--- config.mk ---
export PLATFORM = sky130hd
export DESIGN_NAME = acc_alu
export DESIGN_NICKNAME = d
export VERILOG_FILES = /design/src/rtl/acc_alu_pkg.sv /design/src/rtl/acc_alu_adder.sv /design/src/rtl/acc_alu_bcd_fix.sv /design/src/rtl/acc_alu_status.sv /design/src/rtl/acc_alu.sv
export SDC_FILE = /design/constraint.sdc
export NUM_CORES = 1
export LEC_CHECK = 0
export ABC_AREA = 1
export BUFFER_PORTS_ARGS = -buffer_cell sky130_fd_sc_hd__buf_4
export CAP_MARGIN = 20
export CORE_ASPECT_RATIO = 0.6
export CORE_MARGIN = 2
export CORE_UTILIZATION = 56
export CTS_CLUSTER_DIAMETER = 50
export DETAILED_ROUTE_END_ITERATION = 6
export HOLD_SLACK_MARGIN = 0.12
export PLACE_DENSITY = 0.83
export SYNTH_ARGS = -nofsm -noshare
export SYNTH_HDL_FRONTEND = slang
export SYNTH_SLANG_ARGS = --single-unit
--- constraint.sdc ---
create_clock -name clk -period 3.3 [get_ports clk]
set_input_delay 0.165 -clock clk [delete_from_list [all_inputs] [get_ports clk]]
set_output_delay 0.165 -clock clk [all_outputs]
set_load 0.1 [all_outputs]
--- src/rtl/acc_alu_pkg.sv ---
package acc_alu_pkg;

    localparam int DATA_W = 8;
    localparam int NIB_W  = 4;
    localparam int CODE_W = 4;

    typedef enum logic [CODE_W-1:0] {
        OP_ADD = 4'd0,
        OP_ADC = 4'd1,
        OP_SUB = 4'd2,
        OP_SBC = 4'd3,
        OP_DAA = 4'd4,
        OP_AND = 4'd5,
        OP_OR  = 4'd6,
        OP_XOR = 4'd7,
        OP_CPL = 4'd8,
        OP_INC = 4'd9,
        OP_DEC = 4'd10
    } alu_op_e;

    // bit order z,c,ac,ov -> [3],[2],[1],[0]
    typedef struct packed {
        logic z;
        logic c;
        logic ac;
        logic ov;
    } flags_t;

    localparam int FLAG_N = $bits(flags_t);

    function automatic logic code_legal(logic [CODE_W-1:0] code);
        return code <= CODE_W'(OP_DEC);
    endfunction

    function automatic logic imm_capable(alu_op_e op);
        case (op)
            OP_ADD, OP_ADC, OP_SUB, OP_SBC,
            OP_AND, OP_OR, OP_XOR: return 1'b1;
            default:               return 1'b0;
        endcase
    endfunction

    function automatic flags_t update_mask(alu_op_e op);
        case (op)
            OP_ADD, OP_ADC, OP_SUB, OP_SBC: return '{z:1'b1, c:1'b1, ac:1'b1, ov:1'b1};
            OP_DAA:                         return '{z:1'b0, c:1'b1, ac:1'b0, ov:1'b0};
            OP_AND, OP_OR, OP_XOR,
            OP_CPL, OP_INC, OP_DEC:         return '{z:1'b1, c:1'b0, ac:1'b0, ov:1'b0};
            default:                        return '0;
        endcase
    endfunction

endpackage

--- src/rtl/acc_alu_adder.sv ---
module acc_alu_adder
    import acc_alu_pkg::*;
#(
    parameter int W   = DATA_W,
    parameter int HALF = NIB_W
) (
    input  logic [W-1:0] a,
    input  logic [W-1:0] b,
    input  logic         invert_b,
    input  logic         cin,
    output logic [W-1:0] sum,
    output logic         c_out,
    output logic         half_c,
    output logic         ovf
);
    logic [W-1:0] b_eff;
    logic [W:0]   full;
    logic         c_into_msb;

    always_comb begin
        b_eff      = invert_b ? ~b : b;
        full       = {1'b0, a} + {1'b0, b_eff} + {{W{1'b0}}, cin};
        sum        = full[W-1:0];
        c_out      = full[W];
        // carry into a bit position = a ^ b ^ sum at that position
        half_c     = a[HALF] ^ b_eff[HALF] ^ full[HALF];
        c_into_msb = a[W-1] ^ b_eff[W-1] ^ full[W-1];
        ovf        = c_into_msb ^ full[W];
    end
endmodule

--- src/rtl/acc_alu_bcd_fix.sv ---
module acc_alu_bcd_fix
    import acc_alu_pkg::*;
(
    input  logic [DATA_W-1:0] acc,
    input  logic              half_c,
    input  logic              carry,
    output logic [DATA_W-1:0] fixed,
    output logic              c_gen
);
    localparam logic [NIB_W-1:0] DIGIT_MAX = NIB_W'(9);
    localparam logic [DATA_W:0]  LO_ADJ    = (DATA_W+1)'(6);
    localparam logic [DATA_W:0]  HI_ADJ    = (DATA_W+1)'(6) << NIB_W;

    logic [DATA_W:0] step_lo;
    logic [DATA_W:0] step_hi;
    logic            lo_fix;
    logic            hi_fix;

    always_comb begin
        lo_fix  = (acc[NIB_W-1:0] > DIGIT_MAX) | half_c;
        step_lo = {1'b0, acc} + (lo_fix ? LO_ADJ : '0);
        hi_fix  = step_lo[DATA_W] | (step_lo[DATA_W-1:NIB_W] > DIGIT_MAX) | carry;
        step_hi = {1'b0, step_lo[DATA_W-1:0]} + (hi_fix ? HI_ADJ : '0);
        fixed   = step_hi[DATA_W-1:0];
        c_gen   = step_lo[DATA_W] | step_hi[DATA_W];
    end
endmodule

--- src/rtl/acc_alu_status.sv ---
module acc_alu_status
    import acc_alu_pkg::*;
(
    input  logic   clk,
    input  logic   rst,
    input  logic   upd,
    input  flags_t mask,
    input  flags_t nxt,
    output flags_t q
);
    logic [FLAG_N-1:0] q_bits;
    logic [FLAG_N-1:0] m_bits;
    logic [FLAG_N-1:0] n_bits;

    assign m_bits = mask;
    assign n_bits = nxt;
    assign q      = q_bits;

    for (genvar i = 0; i < FLAG_N; i++) begin : g_flag
        always_ff @(posedge clk) begin
            if (rst)
                q_bits[i] <= 1'b0;
            else if (upd && m_bits[i])
                q_bits[i] <= n_bits[i];
        end
    end

    AST_RESET_CLEARS: assert property (@(posedge clk) rst |=> (q_bits == '0));
    AST_IDLE_HOLDS: assert property (@(posedge clk) disable iff (rst)
        !upd |=> $stable(q_bits));
    AST_UNMASKED_C_HOLDS: assert property (@(posedge clk) disable iff (rst)
        (upd && !mask.c) |=> $stable(q_bits[2]));
    AST_UNMASKED_OV_HOLDS: assert property (@(posedge clk) disable iff (rst)
        (upd && !mask.ov) |=> $stable(q_bits[0]));
endmodule

--- src/rtl/acc_alu.sv ---
module acc_alu
    import acc_alu_pkg::*;
(
    input  logic              clk,
    input  logic              rst,
    input  logic              op_valid,
    input  logic [CODE_W-1:0] op_code,
    input  logic              use_imm,
    input  logic              to_mem,
    input  logic [DATA_W-1:0] acc_in,
    input  logic [DATA_W-1:0] mem_in,
    input  logic [DATA_W-1:0] imm_in,
    output logic [DATA_W-1:0] result,
    output logic              wr_acc,
    output logic              wr_mem,
    output logic              flag_z,
    output logic              flag_c,
    output logic              flag_ac,
    output logic              flag_ov
);
    alu_op_e           op;
    logic              legal;
    logic              go;
    logic              imm_form;
    logic              mem_dest;
    logic [DATA_W-1:0] opnd_b;
    logic              is_sub;
    logic              add_cin;
    logic [DATA_W-1:0] add_sum;
    logic              add_c;
    logic              add_ac;
    logic              add_ov;
    logic [DATA_W-1:0] bcd_val;
    logic              bcd_c;
    flags_t            flags_q;
    flags_t            flags_d;
    logic [DATA_W-1:0] res;

    assign op       = alu_op_e'(op_code);
    assign legal    = code_legal(op_code);
    assign go       = op_valid & legal;
    assign imm_form = use_imm & imm_capable(op);
    assign opnd_b   = imm_form ? imm_in : mem_in;
    assign is_sub   = (op == OP_SUB) || (op == OP_SBC);

    always_comb begin
        case (op)
            OP_ADD:  add_cin = 1'b0;
            OP_SUB:  add_cin = 1'b1;
            default: add_cin = flags_q.c;
        endcase
    end

    acc_alu_adder #(.W(DATA_W), .HALF(NIB_W)) u_adder (
        .a        (acc_in),
        .b        (opnd_b),
        .invert_b (is_sub),
        .cin      (add_cin),
        .sum      (add_sum),
        .c_out    (add_c),
        .half_c   (add_ac),
        .ovf      (add_ov)
    );

    acc_alu_bcd_fix u_bcd (
        .acc    (acc_in),
        .half_c (flags_q.ac),
        .carry  (flags_q.c),
        .fixed  (bcd_val),
        .c_gen  (bcd_c)
    );

    always_comb begin
        flags_d = flags_q;
        case (op)
            OP_ADD, OP_ADC, OP_SUB, OP_SBC: begin
                res        = add_sum;
                flags_d.c  = add_c;
                flags_d.ac = add_ac;
                flags_d.ov = add_ov;
            end
            OP_DAA: begin
                res       = bcd_val;
                flags_d.c = flags_q.c | bcd_c;
            end
            OP_AND:  res = acc_in & opnd_b;
            OP_OR:   res = acc_in | opnd_b;
            OP_XOR:  res = acc_in ^ opnd_b;
            OP_CPL:  res = ~mem_in;
            OP_INC:  res = mem_in + DATA_W'(1);
            OP_DEC:  res = mem_in - DATA_W'(1);
            default: res = '0;
        endcase
        flags_d.z = (res == '0);
    end

    assign mem_dest = (op == OP_DAA) | (to_mem & ~imm_form);
    assign wr_mem   = go & mem_dest;
    assign wr_acc   = go & ~mem_dest;
    assign result   = res;

    acc_alu_status u_status (
        .clk  (clk),
        .rst  (rst),
        .upd  (go),
        .mask (update_mask(op)),
        .nxt  (flags_d),
        .q    (flags_q)
    );

    assign flag_z  = flags_q.z;
    assign flag_c  = flags_q.c;
    assign flag_ac = flags_q.ac;
    assign flag_ov = flags_q.ov;

    AST_ONE_TARGET: assert property (@(posedge clk) disable iff (rst)
        op_valid && (op_code <= 4'd10) |-> (wr_acc ^ wr_mem));
    AST_IMM_NOT_MEM: assert property (@(posedge clk) disable iff (rst)
        (use_imm && (op_code <= 4'd3 || (op_code >= 4'd5 && op_code <= 4'd7))) |-> !wr_mem);
    AST_BAD_CODE_QUIET: assert property (@(posedge clk) disable iff (rst)
        (op_code > 4'd10) |-> !(wr_acc || wr_mem));
    AST_Z_FOLLOWS: assert property (@(posedge clk) disable iff (rst)
        (op_valid && op_code <= 4'd10 && op_code != 4'd4) |=> (flag_z == ($past(result) == '0)));
    AST_DAA_KEEPS_C: assert property (@(posedge clk) disable iff (rst)
        (op_valid && op_code == 4'd4 && flag_c) |=> flag_c);
endmodule

==> metrics.csv <==
metric,value,unit
outcome,finished clean,
yosys.area.top_type,ha_1,
synth_area_leaders,"ha_1 (20%), nand2_1 (17%), inv_1 (11%), nor2_1 (6.5%), nand3_1 (6.4%)",
grt_overflow,0,
rsz0062_at_grt,no,
gp_congestion,1.01,
largest_reg_flops,4,
hold_slack,141,ps
arrival,3020,ps
peakVddDrop,0.238,mV
grt_max_degree,11,
syn_area_per_cell,5.76,um2
drv_slew,0,
drt-initial-drc-count,227,
vias,2659,
wirelength,7100,um
worstMarginPinSlew,808,ps
core,3360,um2
insertion_delay,230,ps
cts_hold_buf,0,
fin_skew,12.7,ps
setup_viol,0,
ys_types,27,
grt_pass1_wl,11300,um
final-instance-count-excl-fill,457,
dieWidth,81.7,um
area.sequential,83.8,um2
period_share,0.965,
startpoint,acc_in[1],
hp-class,in -> reg,
clk_pin_slew,40,ps
layout-drive-gt1-share,0.255,
ant_nets,0,
clock_sinks,4,
crit_path_end_kind,primary output,
nets,483,
yosys_register_bits,4,
cts_max_path_buffers,2,
syn_inst,352,
die_h,50.6,um
track_usage,0.360,
cellLeakagePower,1.46,nW
yosysSeqAreaShare,0.0395,
io_pins,47,
syn_to_final_growth,31.8,%
worstHoldStart,rst,
criticalPathCategory,in -> out,
placed_cells,451,
port_buffers,46,
start_kind,input port,
cap_violations,0,
antenna_found_initial,0,
finalHoldViolations,0,
htree_num_levels,1,
remaining_drc_errors,0,
cts-root-buf,clkbuf_8,
power.density,285,nW/um2
rows,16,
ys_warn_count,0,
diodes,0,
yosysTopAreaCellShare,0.204,
multi_input_area,1820,um2
cts-buffers-inserted,3,
wl_per_cell,15.5,um
fillerInstances,259,
fmax,314,MHz
netlist_area,2030,um2
cp.required,3130,ps
worstPathMaxFanout,5,
synth_nets,422,
vias_per_cell,5.82,
grt_pass1_vias,2301,
relSlewSlack,0.456,
start_util,0.603,
fin_crit,3180,ps
r2r-start,u_status.q[1],
die-area,4130,um2
place.detailed.hpwl,5830,um
drt_pass1_iterations,5,
cts_tree,built,
## worst max-delay path, cell delays in order
cell	delay (ps)
buf_4	130
inv_1	80
a21oi_2	200
nor2_4	70
inv_2	80
ha_4	140
inv_2	30
fa_2	370
nor2_4	120
nand2_1	70
o21ai_1	150
nand2_2	110
nand2_2	90
nand2_2	80
ha_4	190
ha_4	230
nand2_1	60
nand3_1	70
nor2_1	120
nand2_1	80
nor2_2	110
inv_1	90
buf_8	180
## cell usage after synthesis (all sizes together)
library cell,n
nor3,2
nand3,26
a21oi,20
xor2,11
fa,4
nor2,39
a221oi,1
nand4,13
o211ai,4
nand2,96
o22ai,3
ha,33
or2,8
o21a,1
a31oi,2
a311oi,1
dfxtp,4
buf,1
o221ai,2
o21ai,20
inv,61
## path summary, 6_finish.rpt
check,endpoint,cells past startpoint,slack (ps)
setup / recovery,result[6],23,120
hold / removal,u_status.q[3],2,140
setup reg to reg,u_status.q[3],22,390
hold reg to reg,u_status.q[2],2,530
## power by group
| group | internal (W) | switching [W] | total, W |
|---|---|---|---|
| sequential | 0.0000503 | 0.00000215 | 0.0000524 |
| combinational | 0.000190 | 0.000399 | 0.000589 |
| clock | 0.0000835 | 0.0000365 | 0.000120 |
## cell usage in the layout, fill, tap and decap left out, types with 3 or more instances in the layout
cell type | synthesis | final
nand2_2 | 4 | 8
inv_2 | 3 | 8
clkbuf_8 | 0 | 3
nand4_1 | 13 | 13
o21ai_0 | 19 | 17
nor2_1 | 35 | 33
ha_1 | 33 | 28
xor2_1 | 11 | 11
a21oi_1 | 20 | 19
dfxtp_1 | 4 | 3
or2_2 | 8 | 7
o211ai_1 | 3 | 3
o22ai_1 | 3 | 3
nand3_2 | 0 | 3
buf_4 | 1 | 55
nor2_4 | 3 | 5
nand3_1 | 26 | 23
nand2_1 | 92 | 88
ha_4 | 0 | 3
inv_1 | 58 | 53
fa_2 | 0 | 3
## what timing repair did
item	CTS	global route
resized for setup	0	10
setup buffers	0	2
setup endpoints to repair	0	5
## per-stage QoR
step,utilization,setup WS [ps],power (W),instance area [um2],setup TNS [ps]
floorplan,-,-577,0.000457,2130,-596
CTS,0.782,10.3,0.000740,2630,0
global route,0.795,1.49,0.000816,2670,0
detailed placement,0.769,33.1,0.000617,2590,0
finish,0.795,116,0.000762,2670,0
global placement,0.769,138,0.000607,2590,0
## area by class of cell
cell class,count,area share
Clock buffer,4,0.0168
Inverter,61,0.0856
Multi-Input combinational cell,286,0.681
Sequential cell,4,0.0314
Tap cell,45,0.0211
Timing Repair Buffer,57,0.164
## cell families after synthesis
family | Yosys count | share of synthesized area
compound gates | 54 | 0.152
xor+xnor | 11 | 0.0475
fa+ha+maj | 37 | 0.243
buf+inv | 62 | 0.117
flops | 4 | 0.0395
simple gates | 184 | 0.401
## layer usage
layer | vias to the layer above | GRT usage | wire [um]
li1 | 1282 | - | -
met1 | 1184 | 0.561 | 3330
met2 | 179 | 0.511 | 2730
met3 | 14 | 0.0504 | 905
met4 | 0 | 0.0778 | 131
met5 | - | 0 | 0
Note: power is estimated with default switching activity, not from simulation.
